==> config.mk <==
export PLATFORM = sky130hd
export DESIGN_NAME = i2s_master_clkgen
export DESIGN_NICKNAME = d
export VERILOG_FILES = /design/src/rtl/i2sclk_pkg.sv /design/src/rtl/i2sclk_cfg_hold.sv /design/src/rtl/i2sclk_phase.sv /design/src/rtl/i2sclk_frame_seq.sv /design/src/rtl/i2s_master_clkgen.sv
export SDC_FILE = /design/constraint.sdc
export NUM_CORES = 1
export LEC_CHECK = 0
export BUFFER_PORTS_ARGS = -buffer_cell sky130_fd_sc_hd__buf_4
export CAP_MARGIN = 0
export CORE_UTILIZATION = 25
export CTS_BUF_LIST = sky130_fd_sc_hd__clkbuf_16
export DETAILED_ROUTE_END_ITERATION = 8
export SLEW_MARGIN = 20
export SYNTH_ARGS = -nofsm -noshare
export SYNTH_HDL_FRONTEND = slang
export SYNTH_SLANG_ARGS = --single-unit
export TNS_END_PERCENT = 20
==> constraint.sdc <==
create_clock -name clk_ref -period 13.15 [get_ports clk_ref]
set_clock_uncertainty 0.2 [all_clocks]
set_input_delay 3.945 -clock clk_ref [delete_from_list [all_inputs] [get_ports clk_ref]]
set_output_delay 3.945 -clock clk_ref [all_outputs]
set_load 0.05 [all_outputs]
==> src/rtl/i2sclk_pkg.sv <==
package i2sclk_pkg;

  // Configuration word layout: software writes it, so the bit positions are fixed.
  typedef struct packed {
    logic        master;   // [15]
    logic [10:0] len_m1;   // [14:4] frame bits minus one
    logic        unused;   // [3]
    logic [2:0]  rate;     // [2:0] sparse frame-rate code
  } cfg_t;

  function automatic logic [31:0] rate_hz(input logic [2:0] code);
    case (code)
      3'd1:    return 32'd8000;
      3'd2:    return 32'd16000;
      3'd6:    return 32'd48000;
      default: return 32'd0;
    endcase
  endfunction

  // Number of bclk edges (both polarities) per second.
  function automatic logic [31:0] edge_rate(input cfg_t c);
    logic [31:0] nbits;
    nbits = {21'd0, c.len_m1} + 32'd1;
    return (rate_hz(c.rate) * nbits) << 1;
  endfunction

  function automatic logic cfg_ok(input cfg_t c, input logic [31:0] ref_hz);
    return (rate_hz(c.rate) != 32'd0) && c.len_m1[0] && (edge_rate(c) < ref_hz);
  endfunction

  // The frame clock reports which channel the slot *after* this one belongs to.
  function automatic logic next_is_right(input logic [10:0] slot, input logic [10:0] len_m1);
    logic [10:0] nxt;
    logic [11:0] half;
    nxt  = (slot == len_m1) ? 11'd0 : slot + 11'd1;
    half = ({1'b0, len_m1} + 12'd1) >> 1;
    return {1'b0, nxt} >= half;
  endfunction

endpackage

==> src/rtl/i2sclk_cfg_hold.sv <==
module i2sclk_cfg_hold
  import i2sclk_pkg::*;
#(
  parameter int unsigned REF_HZ = 12_000_000
) (
  input  logic        clk,
  input  logic        rst_n,
  input  logic        wr_en,
  input  logic [15:0] wdata,
  input  logic        apply,
  output cfg_t        active,
  output logic        run,
  output logic        cfg_err,
  output logic        restart
);
  cfg_t staged;

  always_ff @(posedge clk or negedge rst_n) begin
    if (!rst_n) begin
      staged  <= '0;
      active  <= '0;
      run     <= 1'b0;
      cfg_err <= 1'b0;
      restart <= 1'b0;
    end else begin
      restart <= apply;
      if (wr_en) staged <= cfg_t'(wdata);
      if (apply) begin
        active  <= staged;
        run     <= staged.master && cfg_ok(staged, 32'(REF_HZ));
        cfg_err <= staged.master && !cfg_ok(staged, 32'(REF_HZ));
      end
    end
  end
endmodule

==> src/rtl/i2sclk_phase.sv <==
module i2sclk_phase #(
  parameter int unsigned REF_HZ = 12_000_000,
  parameter int unsigned ACC_W  = $clog2(REF_HZ) + 1
) (
  input  logic             clk,
  input  logic             rst_n,
  input  logic             clear,
  input  logic             run,
  input  logic [ACC_W-1:0] inc,
  output logic             tick
);
  localparam logic [ACC_W:0] MODULUS = (ACC_W+1)'(REF_HZ);

  logic [ACC_W-1:0] acc;
  logic [ACC_W:0]   sum;

  assign sum = {1'b0, acc} + {1'b0, inc};

  always_ff @(posedge clk or negedge rst_n) begin
    if (!rst_n) begin
      acc  <= '0;
      tick <= 1'b0;
    end else if (clear || !run) begin
      acc  <= '0;
      tick <= 1'b0;
    end else if (sum >= MODULUS) begin
      acc  <= ACC_W'(sum - MODULUS);
      tick <= 1'b1;
    end else begin
      acc  <= ACC_W'(sum);
      tick <= 1'b0;
    end
  end
endmodule

==> src/rtl/i2sclk_frame_seq.sv <==
module i2sclk_frame_seq
  import i2sclk_pkg::*;
(
  input  logic        clk,
  input  logic        rst_n,
  input  logic        clear,
  input  logic        tick,
  input  logic [10:0] len_m1,
  output logic        bclk,
  output logic        lrclk,
  output logic        frame_start
);
  logic [10:0] slot;
  logic [10:0] slot_nxt;

  assign slot_nxt = (slot == len_m1) ? 11'd0 : slot + 11'd1;

  always_ff @(posedge clk or negedge rst_n) begin
    if (!rst_n) begin
      slot        <= '0;
      bclk        <= 1'b0;
      lrclk       <= 1'b0;
      frame_start <= 1'b0;
    end else if (clear) begin
      slot        <= len_m1;   // the first falling edge then opens slot 0
      bclk        <= 1'b0;
      lrclk       <= 1'b0;
      frame_start <= 1'b0;
    end else begin
      frame_start <= 1'b0;
      if (tick) begin
        bclk <= !bclk;
        if (bclk) begin
          slot        <= slot_nxt;
          lrclk       <= next_is_right(slot_nxt, len_m1);
          frame_start <= (slot_nxt == 11'd0);
        end
      end
    end
  end
endmodule

==> src/rtl/i2s_master_clkgen.sv <==
module i2s_master_clkgen
  import i2sclk_pkg::*;
#(
  parameter int unsigned REF_HZ = 12_000_000
) (
  input  logic        clk_ref,
  input  logic        rst_n,
  input  logic        cfg_wr,
  input  logic [15:0] cfg_wdata,
  input  logic        app_reset,
  output logic        bclk,
  output logic        lrclk,
  output logic        frame_start,
  output logic        config_error
);
  localparam int unsigned ACC_W = $clog2(REF_HZ) + 1;

  cfg_t             active;
  logic             run;
  logic             restart;
  logic             tick;
  logic [ACC_W-1:0] inc;

  assign inc = ACC_W'(edge_rate(active));

  i2sclk_cfg_hold #(.REF_HZ(REF_HZ)) u_cfg (
    .clk(clk_ref), .rst_n(rst_n), .wr_en(cfg_wr), .wdata(cfg_wdata),
    .apply(app_reset), .active(active), .run(run), .cfg_err(config_error),
    .restart(restart)
  );

  i2sclk_phase #(.REF_HZ(REF_HZ), .ACC_W(ACC_W)) u_phase (
    .clk(clk_ref), .rst_n(rst_n), .clear(restart), .run(run), .inc(inc), .tick(tick)
  );

  i2sclk_frame_seq u_seq (
    .clk(clk_ref), .rst_n(rst_n), .clear(restart), .tick(tick),
    .len_m1(active.len_m1), .bclk(bclk), .lrclk(lrclk), .frame_start(frame_start)
  );
endmodule

==> results.md, run 1 <==
- The run finished with clean final reports.
- The repair_antennas step left the layout with diodes totalling 0.
- Leaving out fill and tap cells, the most frequent cells in the layout are inv_1 (223), ha_1 (154), fa_1 (137).
- The number of flops mapped to enable cells by yosys is 0.
- The share of the Yosys chip area taken by registers is 0.1352.
- The Yosys warning count is 0.
- After detailed routing, the met3 layer carries between 700 and 800 um of wire.
- The pin count of the biggest net entering global routing is 66.
- The flip-flop and latch count after synthesis is 65.
- The total count of hold-check failures in the final report is 0.
- The top layer used by detailed routing is met4.
- The number of buffers inserted during clock tree synthesis is 9.
- The worst-margin pin slew is approximately 1.0 ns.
- The initial antenna violation count is 0.
- CTS built an H-tree with a depth of 3.
- The mapped netlist covers roughly 12000 sq um.
- Summed over all layers, the global routing overflow is 0.
- The instance count of the mapped netlist is 1355.
- The slowest cell on the critical path is a211oi_2.
- The count of hold buffers inserted by post-cts repair is 0.
- The quantity of gates resized following cts is 0.
- The async set or reset register ratio after synthesis is 1.000.
- The netlist uses 92 different library cells.
- The most used flip-flop cell after synthesis is dfrtp_1.
- The detailed-route wire length per cell is between 10 and 15 um.
- In this run the clock root is driven by a clkbuf_16.
- The maximum clock rate is 114.6 MHz.
- In the final design database the tool counted 1658 nets.
- Headroom to the max-slew limit came out at 0.3019.
- The final period utilization is 0.6635.
- The via count of the first global-routing pass is just over 9000.
- The sum of negative setup slack is 0 ns.
- The largest fanout on the critical path is 12.
- The wire length on met2 is about 13 mm.
- The per-instance average area after synthesis is about 9 sq um.
- The maximum single-stage delay on the critical path is about 0.72 ns.
- Setup repair after global routing left no endpoint under its margin.
- Leaving out fill and tap cells, the most frequent cell in the layout is inv_1.
- The clock passes through at most 2 buffers.
- The floorplan step set the die height to about 220 um.
- The wire length of the first global-routing pass is between 40 and 50 mm.
- The later pin in the worst-skew pair is clocked with a latency of 0.34 ns.
- The core region is around 48000 sq um.
- The number of standard-cell rows in the floorplan is 80.
- The path class of the tightest hold or removal check is flop to flop.
- For this run, design rule violations remaining after detail routing come to 0.
- The max-slew violation count is 0.
- Setup violations remaining at the end of the flow were counted as 0.
- Routability-driven placement finished with a final weighted congestion of roughly 0.84.
- The length of the first detailed-routing pass in iterations is 5.
- The number of fill cells is between 5000 and 6000.
- The cell repeated most along the worst path is fa_1.
- Clock tree synthesis found a total of between 60 and 70 sinks.
- The arrival time of the worst setup path is between 8 and 9 ns.
- 24 I/O pins were placed.
- The synthesized netlist net count is ~1700.
- The worst setup path is of the flop to flop kind.
- The total detailed-routing wirelength is between 20 and 30 mm.
- The total number of vias is approximately 9000.
- From synthesis to final layout, the design area changed by 8.498%.
- The post-route antenna net violation count is 0.
- The initial utilization of the core area, before any placement, comes to 0.2525.
- The layout cell share with drive strength beyond 1 is 0.08593.
- Across the run, the number of max-cap violations was 0.
- The routed length on met1 is about 12 mm.
- The total area of multi-input combinational cells is 9383 sq um.
- The floorplan step set the die width to 221.4 um.
- The die covers 49000 sq um.
- The clock transition at the registers of the reported paths is approximately 0.06 ns.
- In the global route stage, overall resource usage came out at 0.1133.
- The required time reported for the critical path endpoint is 13.14 ns.
- After detailed routing, the number of vias per cell comes to between 4 and 5.
- Port buffering added 22 buffers.
- The iteration-0 DRC count of the detailed router is 478.
- The type of destination of the critical path is a flop.
- The detailed placer's ending HPWL is 22.68 mm.
- The number of setup buffers added after CTS is 0.
- The register area is around 1600 sq um.
- TritonCTS built the clock tree.
- STA classifies the critical path startpoint as a flop.
- The clock period minus final worst setup slack is around 8.7 ns.
==> cell families after synthesis <==
logic type               share of synthesized area
AND/OR/NAND/NOR                             0.1606
flip-flops                                  0.1352
buffers and inverters                      0.08477
XOR/XNOR                                   0.06855
adder cells (fa/ha/maj)                     0.3882
AO/OA/AOI/OAI                               0.1290
multiplexers                               0.03370
==> Yosys cell counts, drive strengths merged (21+ instances only) <==
| master | n | area, sq um |
|---|---|---|
| nand2 | 78 | 292.8 |
| nor3 | 21 | 110.1 |
| and2 | 27 | 172.7 |
| xnor2 | 58 | 545.5 |
| mux2 | 28 | 315.3 |
| nor2 | 130 | 488.0 |
| nand3 | 29 | 145.1 |
| o21ai | 53 | 269.0 |
| dfrtp | 65 | 1627 |
| clkbuf | 39 | 150.1 |
| a21oi | 65 | 336.6 |
| ha | 154 | 1927 |
| xor2 | 31 | 279.0 |
| inv | 222 | 833.3 |
| fa | 137 | 2743 |
==> per-layer routing <==
layer,track usage,vias up
met5,0,-
met4,0.02436,0
met3,0.01328,21
met2,0.1984,153
met1,0.1488,4493
li1,-,4479
==> through the flow <==
step / area [sq um] / hold WS, ns / worst slack, ns / util / cells
floorplan: 12030 / 0.2834 / 5.460 / - / 1355
finish: 13050 / 0.3343 / 4.425 / 0.2739 / 1965
global placement: 12800 / 0.3082 / 4.468 / 0.2686 / 1951
detailed placement: 12800 / 0.3266 / 4.379 / 0.2686 / 1951
CTS: 13050 / 0.3393 / 4.364 / 0.2739 / 1965
global route: 13050 / 0.3704 / 3.689 / 0.2739 / 1965
==> state kept, by name, indices dropped and copies added (netlist names) <==
name / flops
u_seq.frame_start: 1
u_phase.tick: 1
u_cfg.run: 1
u_cfg.staged: 15
u_cfg.restart: 1
u_phase.acc: 18
u_seq.bclk: 1
u_cfg.active: 14
u_cfg.cfg_err: 1
u_seq.slot: 11
u_seq.lrclk: 1
==> path summary, 6_finish.rpt <==
| kind | start | end | slack, ns | cells past startpoint |
|---|---|---|---|---|
| setup reg to reg | u_cfg.active[7] | u_phase.acc[12] | 4.43 | 30 |
| hold reg to reg | u_cfg.staged[15] | u_cfg.run | 0.33 | 1 |
| setup / recovery | u_cfg.active[7] | u_phase.acc[12] | 4.43 | 30 |
| hold / removal | u_cfg.staged[15] | u_cfg.run | 0.33 | 1 |
| max in group asynchronous | rst_n | u_seq.bclk | 8.64 | 1 |
| min in group asynchronous | rst_n | u_phase.acc[18] | 3.49 | 1 |
==> critical path, delay by kind of cell (launching register included) <==
family          cells  cell delay [ns]
simple gates       10             1.93
compound gates      7             1.67
flops               1             0.55
xor+xnor            2             0.60
buf+inv             4             0.29
fa+ha+maj           7             3.33
==> layout make-up <==
type                            instances  share of cell area
Sequential cell                        65              0.1246
Clock inverter                          5            0.002013
Clock buffer                            9             0.01726
Multi-Input combinational cell       1024              0.7189
Tap cell                              615             0.05896
Timing Repair Buffer                   25             0.01438
Inverter                              222             0.06385
Power of run 1 is left out: the tool's default activity adds up to more than one toggle a clock period on the data nets, which glitch-free logic cannot reach.
==> run 2, diff against run 1 <==
==> constraint.sdc (replaced) <==
create_clock -name clk_ref -period 7.35 [get_ports clk_ref]
set_clock_uncertainty 0.2 [all_clocks]
set_input_delay 2.205 -clock clk_ref [delete_from_list [all_inputs] [get_ports clk_ref]]
set_output_delay 2.205 -clock clk_ref [all_outputs]
set_load 0.05 [all_outputs]
==> run 2 against run 1 <==
- the flow now finishes with violations (design-rule violations, negative setup slack)
- final area rose by 18%
- count of clock-buffer cells in the layout unchanged
- maximum frequency rose by 17%
- die area did not move
- global-route usage grew 0.69 points
- non-clock buffer count increased by 186
- via count up 7.6%
- core utilization increased by 5.0 points
- setup slack got worse by 4.5 ns
- critical path depth is 5 higher
- register-to-register slack worse by 4.5 ns
- flip-flop and latch count stayed put
- highest routed layer unchanged
==> results.md, run 2 (synthesis gave the netlist of run 1 again) <==
- The flow ran to the end, but the final reports show violations.
- The checks that failed: design-rule violations, negative setup slack.
- The root buffer cell is clkbuf_16.
- The cell area after placement is roughly 14000 sq um.
- The library cells used most frequently in the layout, excluding fill and tap cells, are inv_1 (204), buf_4 (196), ha_1 (136).
- STA puts the critical path data required time at roughly 7.4 ns.
- The repair_antennas step left the layout with diodes totalling 0.
- The maximum clock rate is between 100 and 150 MHz.
- The kind of critical path is flop to flop.
- The total number of clock tree sinks is 65.
- The CTS tree is done.
- The number of top-level pins is 24.
- The finished cells cover about 15000 sq um.
- The source of the critical timing path is u_cfg.active[5].
- Dividing the final minimum period by the clock period gives 1.013.
- At the end of the flow, the number of nets in the layout was 1845.
- In this run the horizontal extent of the chip is about 220 um.
- The largest registers in the layout are u_phase.acc: 18 flops, u_cfg.staged: 15 flops, u_cfg.active: 14 flops.
- Together, buffers and inverters on the worst path number 10.
- The first global-routing pass estimated about 49 mm of wire.
- The core box area is roughly 48000 sq um.
- In this run the register-to-register setup slack is -0.1 ns.
- The via count of the first global-routing pass was ~10000.
- The number of endpoints failing setup at the final stage is 15.
- The sum of met3 wire segment lengths after detailed routing is between 600 and 700 um.
- For this run, the slowest stage of the critical path takes ~0.56 ns.
- The pin count of the biggest net entering global routing is 66.
- The global placer's final weighted congestion is between 0.8 and 0.9.
- The layout overhead on the synthesized area is 28.32%.
- The total detailed-routing wirelength is 29.35 mm.
- The clock latency on the worst-skew pair is 0.34 ns.
- After detailed routing, the number of vias per cell comes to around 4.6.
- In this run the worst path has a maximum fanout of 7.
- The iteration-0 DRC count of the detailed router is between 400 and 500.
- The die is 221.4 um tall.
- The startpoint of the worst hold path is u_cfg.run.
- The initial antenna violation count is 0.
- The routed layout has 9837 vias.
- The clock transition at the registers of the reported paths is 0.06 ns.
- The number of cells on the worst reg-to-reg path is 35.
- The wire length on met2 is 14.65 mm.
- The number of buffers inserted during clock tree synthesis is 9.
- STA classifies the critical path startpoint as a flop.
- The overall die area is between 40000 and 50000 sq um.
- The final cell utilization of the core is 0.3240.
- The max-slew violation count is 0.
- The filler cells instantiated in the layout total approximately 5000.
- The startpoint of the worst-slack reg-to-reg timing path is u_cfg.active[5].
- The largest register by flop count is u_phase.acc.
- The detail route stage leaves a number of antenna-violating nets equal to 0.
- Measured against its own limit, the worst slew margin works out to 0.2676.
- Max-cap violations in this run came to 0.
- The register with the most flip-flops in the layout has 18 of them.
- The layout cell share with drive strength beyond 1 is 0.2887.
- The detailed placer's ending HPWL is 23.53 mm.
- The final routed DRC violation total is 2.
- STA puts the critical path data arrival time at ~7.5 ns.
- No sink is reached through more buffers than the 2 on the longest clock path.
- The class of the most critical hold timing path is flop to flop.
- The most common cell after layout, fill and taps aside is inv_1.
- The number of buffer cells added on primary ports is 22.
- The pre-antenna-repair detailed-routing pass consisted of 8 iterations.
- The routed length on met1 is 13.66 mm.
- Setup repair after global routing could not meet its margin everywhere.
- The top layer used by detailed routing is met4.
- The cell family contributing the most delay on the critical path is adder cells.
- For the finished layout, the period the worst path requires is between 7 and 8 ns.
- The number of standard-cell rows in the floorplan is 80.
- The endpoint identified for the worst register-to-register timing path is u_phase.acc[10].
- Adding up every negative setup slack in the final design gives -1.024 ns.
- The slowest cell on the critical path is fa_1.
- The sum of overflow across all layers after global routing is 0.
- At the pin with the least slew margin, the transition time is roughly 1.1 ns.
- The type of destination of the critical path is a flop.
- The path with the worst hold slack has its endpoint at u_cfg.run.
- The total count of hold-check failures in the final report came to 0.
- The least setup slack across all paths after layout is -0.09685 ns.
- The H-tree was split into 3 levels.
- The cell count of the worst hold path is 1.
- Across every metal layer, demand over resource in global routing totals 0.1202.
- For this configuration, the core starts out at a cell density of 0.2525.
- The detailed-route wire length per cell is 13.63 um.
==> run 2: cell count changes in the layout (fill, tap and decap cells not counted), sizes merged <==
cell and change:
clkinv -2, clkinvlp +1, buf +186, a211o +1, bufinv +2
==> run 2: final cells by class <==
class	instances	area [sq um]	share of cell area
Tap cell	615	769.5	0.04985
Clock buffer	9	225.2	0.01459
Clock inverter	6	85.08	0.005512
Sequential cell	65	1628	0.1055
Inverter	222	835.8	0.05415
Timing Repair Buffer	211	1640	0.1063
Multi-Input combinational cell	1025	10250	0.6642
==> run 2: worst max-delay path by stage <==
stage	cells past startpoint	to	slack, ns
floorplan	32	u_phase.acc[17]	0.005
global placement	32	u_phase.acc[18]	-0.41
detailed placement	31	u_phase.acc[14]	-0.52
CTS	33	u_phase.acc[21]	-0.05
global route	33	u_phase.acc[21]	-0.43
finish	35	u_phase.acc[10]	-0.1
==> run 2: layer usage <==
metal | vias up | track usage
met5 | - | 0
met4 | 0 | 0.02639
met3 | 25 | 0.008897
met2 | 126 | 0.2094
met1 | 4838 | 0.1620
li1 | 4848 | -
==> run 2: timing repair <==
| item | CTS | global route |
|---|---|---|
| hold buffers | 0 | 0 |
| hold endpoints to repair | 0 | 0 |
| endpoints found under the setup margin | 20 | 20 |
| setup buffers | 30 | 13 |
| pin swaps | 93 | 50 |
| gates resized for setup | 124 | 68 |
| cloned | 1 | 0 |
==> run 2: stage by stage <==
| stage | hold slack [ns] | setup WS, ns | cells |
|---|---|---|---|
| finish | 0.3252 | -0.09685 | 2153 |
| global route | 0.3521 | -0.4276 | 2153 |
| CTS | 0.3312 | -0.04672 | 2140 |
| detailed placement | 0.3163 | -0.5217 | 2094 |
| global placement | 0.3073 | -0.4133 | 2094 |
| floorplan | 0.2834 | 0.005263 | 1355 |
Power of run 2 is left out for the same reason.
